[src/rtl/mbox_pkg.sv]
package mbox_pkg;

  typedef enum logic {
    LANE_WORD = 1'b0,
    LANE_BYTE = 1'b1
  } lane_size_e;

  typedef struct packed {
    lane_size_e rd_size;
    lane_size_e wr_size;
  } mbox_cfg_t;

  function automatic logic is_byte(input lane_size_e s);
    return s == LANE_BYTE;
  endfunction

endpackage

[src/rtl/mbox_cfg_latch.sv]
module mbox_cfg_latch
  import mbox_pkg::*;
(
  input  logic      clk,
  input  logic      rst_n,
  input  logic      rd_byte_pin,
  input  logic      wr_byte_pin,
  output mbox_cfg_t cfg_q
);

  logic run_q;

  // Sizes track their pins only while reset is held.
  always_ff @(posedge clk) begin
    if (!rst_n) begin
      cfg_q.rd_size <= lane_size_e'(rd_byte_pin);
      cfg_q.wr_size <= lane_size_e'(wr_byte_pin);
    end
  end

  always_ff @(posedge clk or negedge rst_n) begin
    if (!rst_n) run_q <= 1'b0;
    else        run_q <= 1'b1;
  end

  AST_CFG_FROZEN: assert property (@(posedge clk) disable iff (!rst_n)
    run_q |=> $stable(cfg_q)) else $error("size config moved after reset");

endmodule

[src/rtl/mbox_lane_gate.sv]
module mbox_lane_gate #(
  parameter int W      = 18,
  parameter int BYTE_W = 9
) (
  input  logic [W-1:0] din,
  input  logic         byte_mode,
  output logic [W-1:0] dout
);

  for (genvar i = 0; i < W; i++) begin : g_bit
    if (i < BYTE_W) begin : g_keep
      assign dout[i] = din[i];
    end else begin : g_cut
      assign dout[i] = din[i] & ~byte_mode;
    end
  end

endmodule

[src/rtl/mbox_slot.sv]
module mbox_slot #(
  parameter int W = 18
) (
  input  logic         clk,
  input  logic         rst_n,
  input  logic         wr_req,
  input  logic [W-1:0] wr_data,
  input  logic         rd_req,
  output logic [W-1:0] data_q,
  output logic         full_q
);

  logic wr_take;
  logic rd_take;

  assign wr_take = wr_req & ~full_q;
  assign rd_take = rd_req & full_q;

  always_ff @(posedge clk or negedge rst_n) begin
    if (!rst_n) begin
      data_q <= '0;
      full_q <= 1'b0;
    end else begin
      if (wr_take) begin
        data_q <= wr_data;
        full_q <= 1'b1;
      end else if (rd_take) begin
        full_q <= 1'b0;
      end
    end
  end

  AST_WR_SETS_FULL: assert property (@(posedge clk) disable iff (!rst_n)
    wr_take |=> (full_q && data_q == $past(wr_data))) else $error("write not taken");
  AST_RD_CLEARS: assert property (@(posedge clk) disable iff (!rst_n)
    rd_take |=> !full_q) else $error("read did not clear flag");
  AST_DATA_ONLY_ON_WRITE: assert property (@(posedge clk) disable iff (!rst_n)
    !wr_take |=> $stable(data_q)) else $error("data moved without write");
  AST_FULL_WR_IGNORED: assert property (@(posedge clk) disable iff (!rst_n)
    (full_q && wr_req && !rd_req) |=> full_q) else $error("full flag lost");
  AST_EMPTY_RD: assert property (@(posedge clk) disable iff (!rst_n)
    (!full_q && rd_req && !wr_req) |=> !full_q) else $error("empty read set flag");

endmodule

[src/rtl/mbox_pair.sv]
module mbox_pair
  import mbox_pkg::*;
#(
  parameter int WIDE_W   = 36,
  parameter int NARROW_W = 18,
  parameter int BYTE_W   = 9
) (
  input  logic                clk,
  input  logic                rst_n,
  input  logic                rd_size_byte,
  input  logic                wr_size_byte,
  input  logic                a_mb_wr,
  input  logic [WIDE_W-1:0]   a_wdata,
  input  logic                a_mb_rd,
  output logic [WIDE_W-1:0]   a_rdata,
  output logic                a_mb_full,
  input  logic                b_mb_rd,
  output logic [NARROW_W-1:0] b_rdata,
  output logic                b_mb_full,
  input  logic                c_mb_wr,
  input  logic [NARROW_W-1:0] c_wdata
);

  localparam int PAD_W = WIDE_W - NARROW_W;

  mbox_cfg_t           cfg;
  logic                rd_is_byte;
  logic                wr_is_byte;
  logic [NARROW_W-1:0] down_in;
  logic [NARROW_W-1:0] up_in;
  logic [NARROW_W-1:0] up_q;
  logic                unused_a_hi;

  assign unused_a_hi = ^a_wdata[WIDE_W-1:NARROW_W];

  mbox_cfg_latch u_cfg (
    .clk         (clk),
    .rst_n       (rst_n),
    .rd_byte_pin (rd_size_byte),
    .wr_byte_pin (wr_size_byte),
    .cfg_q       (cfg)
  );

  assign rd_is_byte = is_byte(cfg.rd_size);
  assign wr_is_byte = is_byte(cfg.wr_size);

  mbox_lane_gate #(.W(NARROW_W), .BYTE_W(BYTE_W)) u_gate_down (
    .din       (a_wdata[NARROW_W-1:0]),
    .byte_mode (rd_is_byte),
    .dout      (down_in)
  );

  mbox_lane_gate #(.W(NARROW_W), .BYTE_W(BYTE_W)) u_gate_up (
    .din       (c_wdata),
    .byte_mode (wr_is_byte),
    .dout      (up_in)
  );

  mbox_slot #(.W(NARROW_W)) u_down (
    .clk     (clk),
    .rst_n   (rst_n),
    .wr_req  (a_mb_wr),
    .wr_data (down_in),
    .rd_req  (b_mb_rd),
    .data_q  (b_rdata),
    .full_q  (b_mb_full)
  );

  mbox_slot #(.W(NARROW_W)) u_up (
    .clk     (clk),
    .rst_n   (rst_n),
    .wr_req  (c_mb_wr),
    .wr_data (up_in),
    .rd_req  (a_mb_rd),
    .data_q  (up_q),
    .full_q  (a_mb_full)
  );

  assign a_rdata = {up_q, {PAD_W{1'b0}}};

  AST_DOWN_BYTE_LANES: assert property (@(posedge clk) disable iff (!rst_n)
    rd_is_byte |-> (b_rdata[NARROW_W-1:BYTE_W] == '0)) else $error("down lane leak");
  AST_UP_BYTE_LANES: assert property (@(posedge clk) disable iff (!rst_n)
    wr_is_byte |-> (a_rdata[WIDE_W-1:PAD_W+BYTE_W] == '0)) else $error("up lane leak");

endmodule

[config.mk]
export PLATFORM = sky130hd
export DESIGN_NAME = mbox_pair
export DESIGN_NICKNAME = d
export VERILOG_FILES = /design/src/rtl/mbox_pkg.sv /design/src/rtl/mbox_cfg_latch.sv /design/src/rtl/mbox_lane_gate.sv /design/src/rtl/mbox_slot.sv /design/src/rtl/mbox_pair.sv
export SDC_FILE = /design/constraint.sdc
export NUM_CORES = 1
export LEC_CHECK = 0
export ABC_AREA = 1
export BUFFER_PORTS_ARGS = -buffer_cell sky130_fd_sc_hd__buf_2
export CORE_AREA = 2 2 81 83
export CTS_BUF_LIST = sky130_fd_sc_hd__clkbuf_8
export DETAILED_ROUTE_END_ITERATION = 8
export DIE_AREA = 0 0 83 85
export SLEW_MARGIN = 10
export SYNTH_ARGS = -nofsm -noshare
export SYNTH_HDL_FRONTEND = slang
export SYNTH_SLANG_ARGS = --single-unit
[constraint.sdc]
create_clock -name clk -period 1.5 [get_ports clk]
set_input_delay 0.225 -clock clk [delete_from_list [all_inputs] [get_ports clk]]
set_output_delay 0.225 -clock clk [all_outputs]
set_load 0.01 [all_outputs]
Word-level counts from Yosys, hierarchy flattened
Index checks and enable logic that the tools add are counted.
Operators by class
  reductions and logical operators: 2
  bitwise logic cells: 26
  muxes and demuxes: 4
Operator list (count)
  $and A1 B1 Y1: 22
  $mux W1: 4
  $not A1 Y1: 4
  $reduce_bool A2 Y1: 2
Word-level totals
  word-level logic and storage cells: 38
  flip-flop bits (word level): 40
  bits of input ports: 62
  output and inout port bits: 56

Longest topological paths before layout
  depth after elaboration: 3
  gate-level depth with buffers: 5
  gate-level depth less buffers: 4

Cells and area by module
A second synthesis with hierarchy kept.
Unflattened totals
  cells, all modules: 240
  area total of the unflattened synthesis: 2097.0 um^2
By module, submodules not included
  mbox_slot: times used 2, sequential area each 475.5 um^2, area an instance 800.8 um^2, cells an instance 81
  mbox_lane_gate: times used 2, sequential area each 0.0 um^2, area an instance 146.4 um^2, cells an instance 28
  mbox_pair: times used 1, sequential area each 0.0 um^2, area an instance 138.9 um^2, cells an instance 19
  mbox_cfg_latch: times used 1, sequential area each 60.1 um^2, area an instance 63.8 um^2, cells an instance 3

Least setup slack after synthesis
OpenSTA, ideal clock, no wires.
  path type: reg2reg
  from: reg u_down.full_q
  to: reg u_down.data_q[15]
  buffers on the path: 1
  path slack: 0.490 ns
  data required time: 1.384 ns
  cell stages (with the launch flop): 6
  clock period less this slack: 1.010 ns
  library setup time: 0.116 ns
  arrival time: 0.893 ns
  cell sequence: dfrtp_1 > inv_1 > nand2_2 > buf_4 > nand2_1 > nand2_1
On the way
  cells in the longest elaborated chain, start to end: 2
Ends and longest elaborated chain
  start, declared: line mbox_slot.sv:10  | output logic full_q
  start signal, assigned: line mbox_slot.sv:22  | full_q <= 1'b0;
  start signal, assigned: line mbox_slot.sv:26  | full_q <= 1'b1;
  start signal, assigned: line mbox_slot.sv:28  | full_q <= 1'b0;
  $not A1 Y1: line mbox_slot.sv:16  | assign wr_take = wr_req & ~full_q;
  $and A1 B1 Y1: line mbox_slot.sv:16
  end signal, assigned: line mbox_slot.sv:25  | data_q <= wr_data;
  end, declared: line mbox_slot.sv:9  | output logic [W-1:0] data_q,
No other way between the ends.
A chain may end at the register's enable or synchronous reset.

Final worst setup path
  from: reg u_down.full_q
  to: out b_mb_full
RTL lines
  end, declared: line mbox_pair.sv:19  | output logic b_mb_full,
No word-level cell between the ends.

==> flow_summary.json <==
{
  "global_route.overflow_total": 0,
  "worst_setup_path_start_kind": "flop",
  "finalNonFillerCells": 380,
  "grt_pass1_wl_um": 6410,
  "die_width_um": 83,
  "worstHoldPathType": "in -> async",
  "drive_gt1_share_pct": 31.0,
  "routed_wl_um": 3880,
  "grt_antenna_before_repair": 0,
  "synthToLayoutAreaGrowth_pct": 28.0,
  "placement_rows": 29,
  "vias_per_cell": 3.95,
  "initial_utilization_pct": 29.0,
  "synthDominantAreaCellType": "sky130_fd_sc_hd__dfrtp_1",
  "worstPathMaxFanout": 3,
  "clock_insertion_delay_worst_skew_ns": 0.29,
  "synthCells": 220,
  "gp_congestion": 0.705,
  "dieHeight_um": 85,
  "syn_area_um2": 1800,
  "most_used_standard_cell_by_instance_count_after_synthesis": "sky130_fd_sc_hd__nand2_1",
  "crit_arrival_ns": 0.86,
  "synth_top_area_share_pct": 52.9,
  "post_cts_buffers": 0,
  "critical_path.max_stage_delay_ns": 0.42,
  "power_report.internal_total_mw": 2.04,
  "dr_total_vias": 1502,
  "seq_power_share_pct": 47.7,
  "synth.yosys.seq_area_share_pct": 56.2,
  "place_hpwl_um": 2810,
  "ys.flop_type": "sky130_fd_sc_hd__dfrtp_1",
  "grt.total_usage_pct": 11.2,
  "core_area_um2": 6200,
  "avgRoutedWirePerCell_um": 10.2,
  "tritoncts": "done",
  "fin_nets": 364,
  "totalPowerFinal_mw": 2.91,
  "synth_top_cells_by_area": "sky130_fd_sc_hd__dfrtp_1, sky130_fd_sc_hd__nand2_1, sky130_fd_sc_hd__buf_4, sky130_fd_sc_hd__inv_1, sky130_fd_sc_hd__nor2_1",
  "peakVddDrop_mv": 0.584,
  "port_buffers": 81,
  "synthTopCellsByCount": "sky130_fd_sc_hd__nand2_1, sky130_fd_sc_hd__dfrtp_1, sky130_fd_sc_hd__inv_1",
  "antenna_left": 0,
  "power.net_switching_mw": 0.872,
  "timing.critical_path.slowest_stage_cell": "sky130_fd_sc_hd__dfrtp_1",
  "count_of_final_max_slew_check_failures": 0,
  "detailedRoute.firstIterationViolations": 34,
  "asyncSetResetFlopFracSynth_pct": 95.0,
  "path_class": "reg -> out",
  "detail_route.first_pass.iterations": 6,
  "power.share.switching_pct": 30.0,
  "synth.avg_cell_area_um2": 8.18,
  "worst_path_dominant_cell_family": "flip-flops",
  "cts.reportedPaths.clkPinSlew_ns": 0.08,
  "floorplan.die_area_um2": 7060,
  "finalWorstPathRequiredPeriod_ns": 1.09,
  "antenna_cells": 0,
  "cts-resized-gates": 0,
  "setup_tns_ns": 0,
  "ys_warn_count": 0,
  "post_synth_num_cell_types": 12,
  "share_clk_of_total_power_pct": 29.7,
  "ios": 118,
  "first_global_vias": 1380,
  "maximum_number_of_pins_on_one_net_before_global_route_repair": 39,
  "clock-skew-final_ns": 0.00629,
  "power_per_cell_area_nw_per_um2": 1260,
  "hold_viol": 0,
  "htreeDepth": 2,
  "static-leakage-power_nw": 1.44,
  "fmax_mhz": 921,
  "power_frac_comb_pct": 22.7,
  "timing.critical_path.to_type": "primary output",
  "grt_setup_unrepaired": "false",
  "synth-seq-cells": 40,
  "cts-hold-fix-buffers": 0,
  "min_period_over_period_pct": 72.4,
  "drt_drc_violations_left": 0,
  "cp_cell_sequence": "buf_2",
  "max-cap-violations": 0,
  "setup_viol": 0,
  "run_status": "complete, no violations",
  "numCtsBuffers": 5,
  "clock_path_buffers": 2,
  "cts_root_buffer": "sky130_fd_sc_hd__clkbuf_8",
  "critPathRequiredTime_ns": 1.27,
  "synth_edf_count": 2,
  "placed_cells_incl_taps": 372,
  "path_buf_inv": 1,
  "clock_sinks": 40
}
==> path summary, 6_finish.rpt <==
| kind | endpoint | slack [ns] | from | depth (start not counted) |
|---|---|---|---|---|
| worst min register to register | u_down.data_q[16] | 0.47 | u_down.data_q[16] | 2 |
| max in group asynchronous | u_up.data_q[15] | 1.14 | rst_n | 2 |
| worst min-delay path | u_up.data_q[8] | 0.02 | rst_n | 2 |
| min in group clk | u_cfg.cfg_q[0] | 0.11 | wr_size_byte | 1 |
| worst max-delay path | b_mb_full | 0.41 | u_down.full_q | 1 |
| worst max register to register | u_down.data_q[9] | 0.44 | u_down.full_q | 4 |
==> cells by family after synthesis <==
kind of cell | Yosys count | synth area share (%)
buffers and inverters | 47 | 14.8
AOI/OAI and AO/OA | 2 | 0.556
other | 1 | 0.208
DFF | 40 | 56.2
and+or+nand+nor | 130 | 28.2
==> registers in the layout, indices dropped and copies added (netlist names) <==
register,count
u_down.full_q,1
u_cfg.cfg_q,2
u_up.data_q,18
u_down.data_q,18
u_up.full_q,1
==> routing by layer <==
metal  vias up  track usage [%]  part of all wire, %
li1        764                -                    -
met1       678             15.0                   46
met2        55             17.7                   46
met3         5             3.70                  6.2
met4         0             3.13                  1.1
met5         -                0                    0
==> metrics by stage <==
stage / worst slack (ns) / hold WS, ns / cell area [um2] / utilization, %
5_1_grt: 0.317 / 0.0798 / 2300 / 37.1
4_1_cts: 0.392 / 0.0399 / 2300 / 37.1
6_report: 0.414 / 0.0155 / 2300 / 37.1
3_3_place_gp: 0.440 / 0.367 / 2190 / 35.3
3_5_place_dp: 0.423 / 0.363 / 2190 / 35.3
2_1_floorplan: 0.490 / -0.0706 / 1860 / -
==> power groups by stage <==
stage          Sequential [mW]  Combinational [mW]  Clock, mW
3_3_place_gp              1.41               0.661          0
6_report                  1.39               0.660      0.863
2_1_floorplan             1.49               0.310          0
3_5_place_dp              1.40               0.678          0
5_1_grt                   1.41               0.747      0.946
4_1_cts                   1.39               0.677      0.915
==> layout by cell type (no fill, tap or decap), drive strengths merged <==
cell type  count
edfxtp         2
clkbuf         5
o21ai          2
clkinvlp       1
nand2        110
dfrtp         38
clkinv         1
conb          18
inv           23
nor2          20
buf           82
bufinv         1
==> cell type report <==
type	instances	area (um2)
clock buffers	5	68.8
fillers	659	3900
clock inverters	3	42.5
flip-flops and latches	40	1010
repair buffers	82	413
inverters	23	86.3
well taps	77	96.3
multi-input cells	150	586
(Power assumes the default switching activity.)
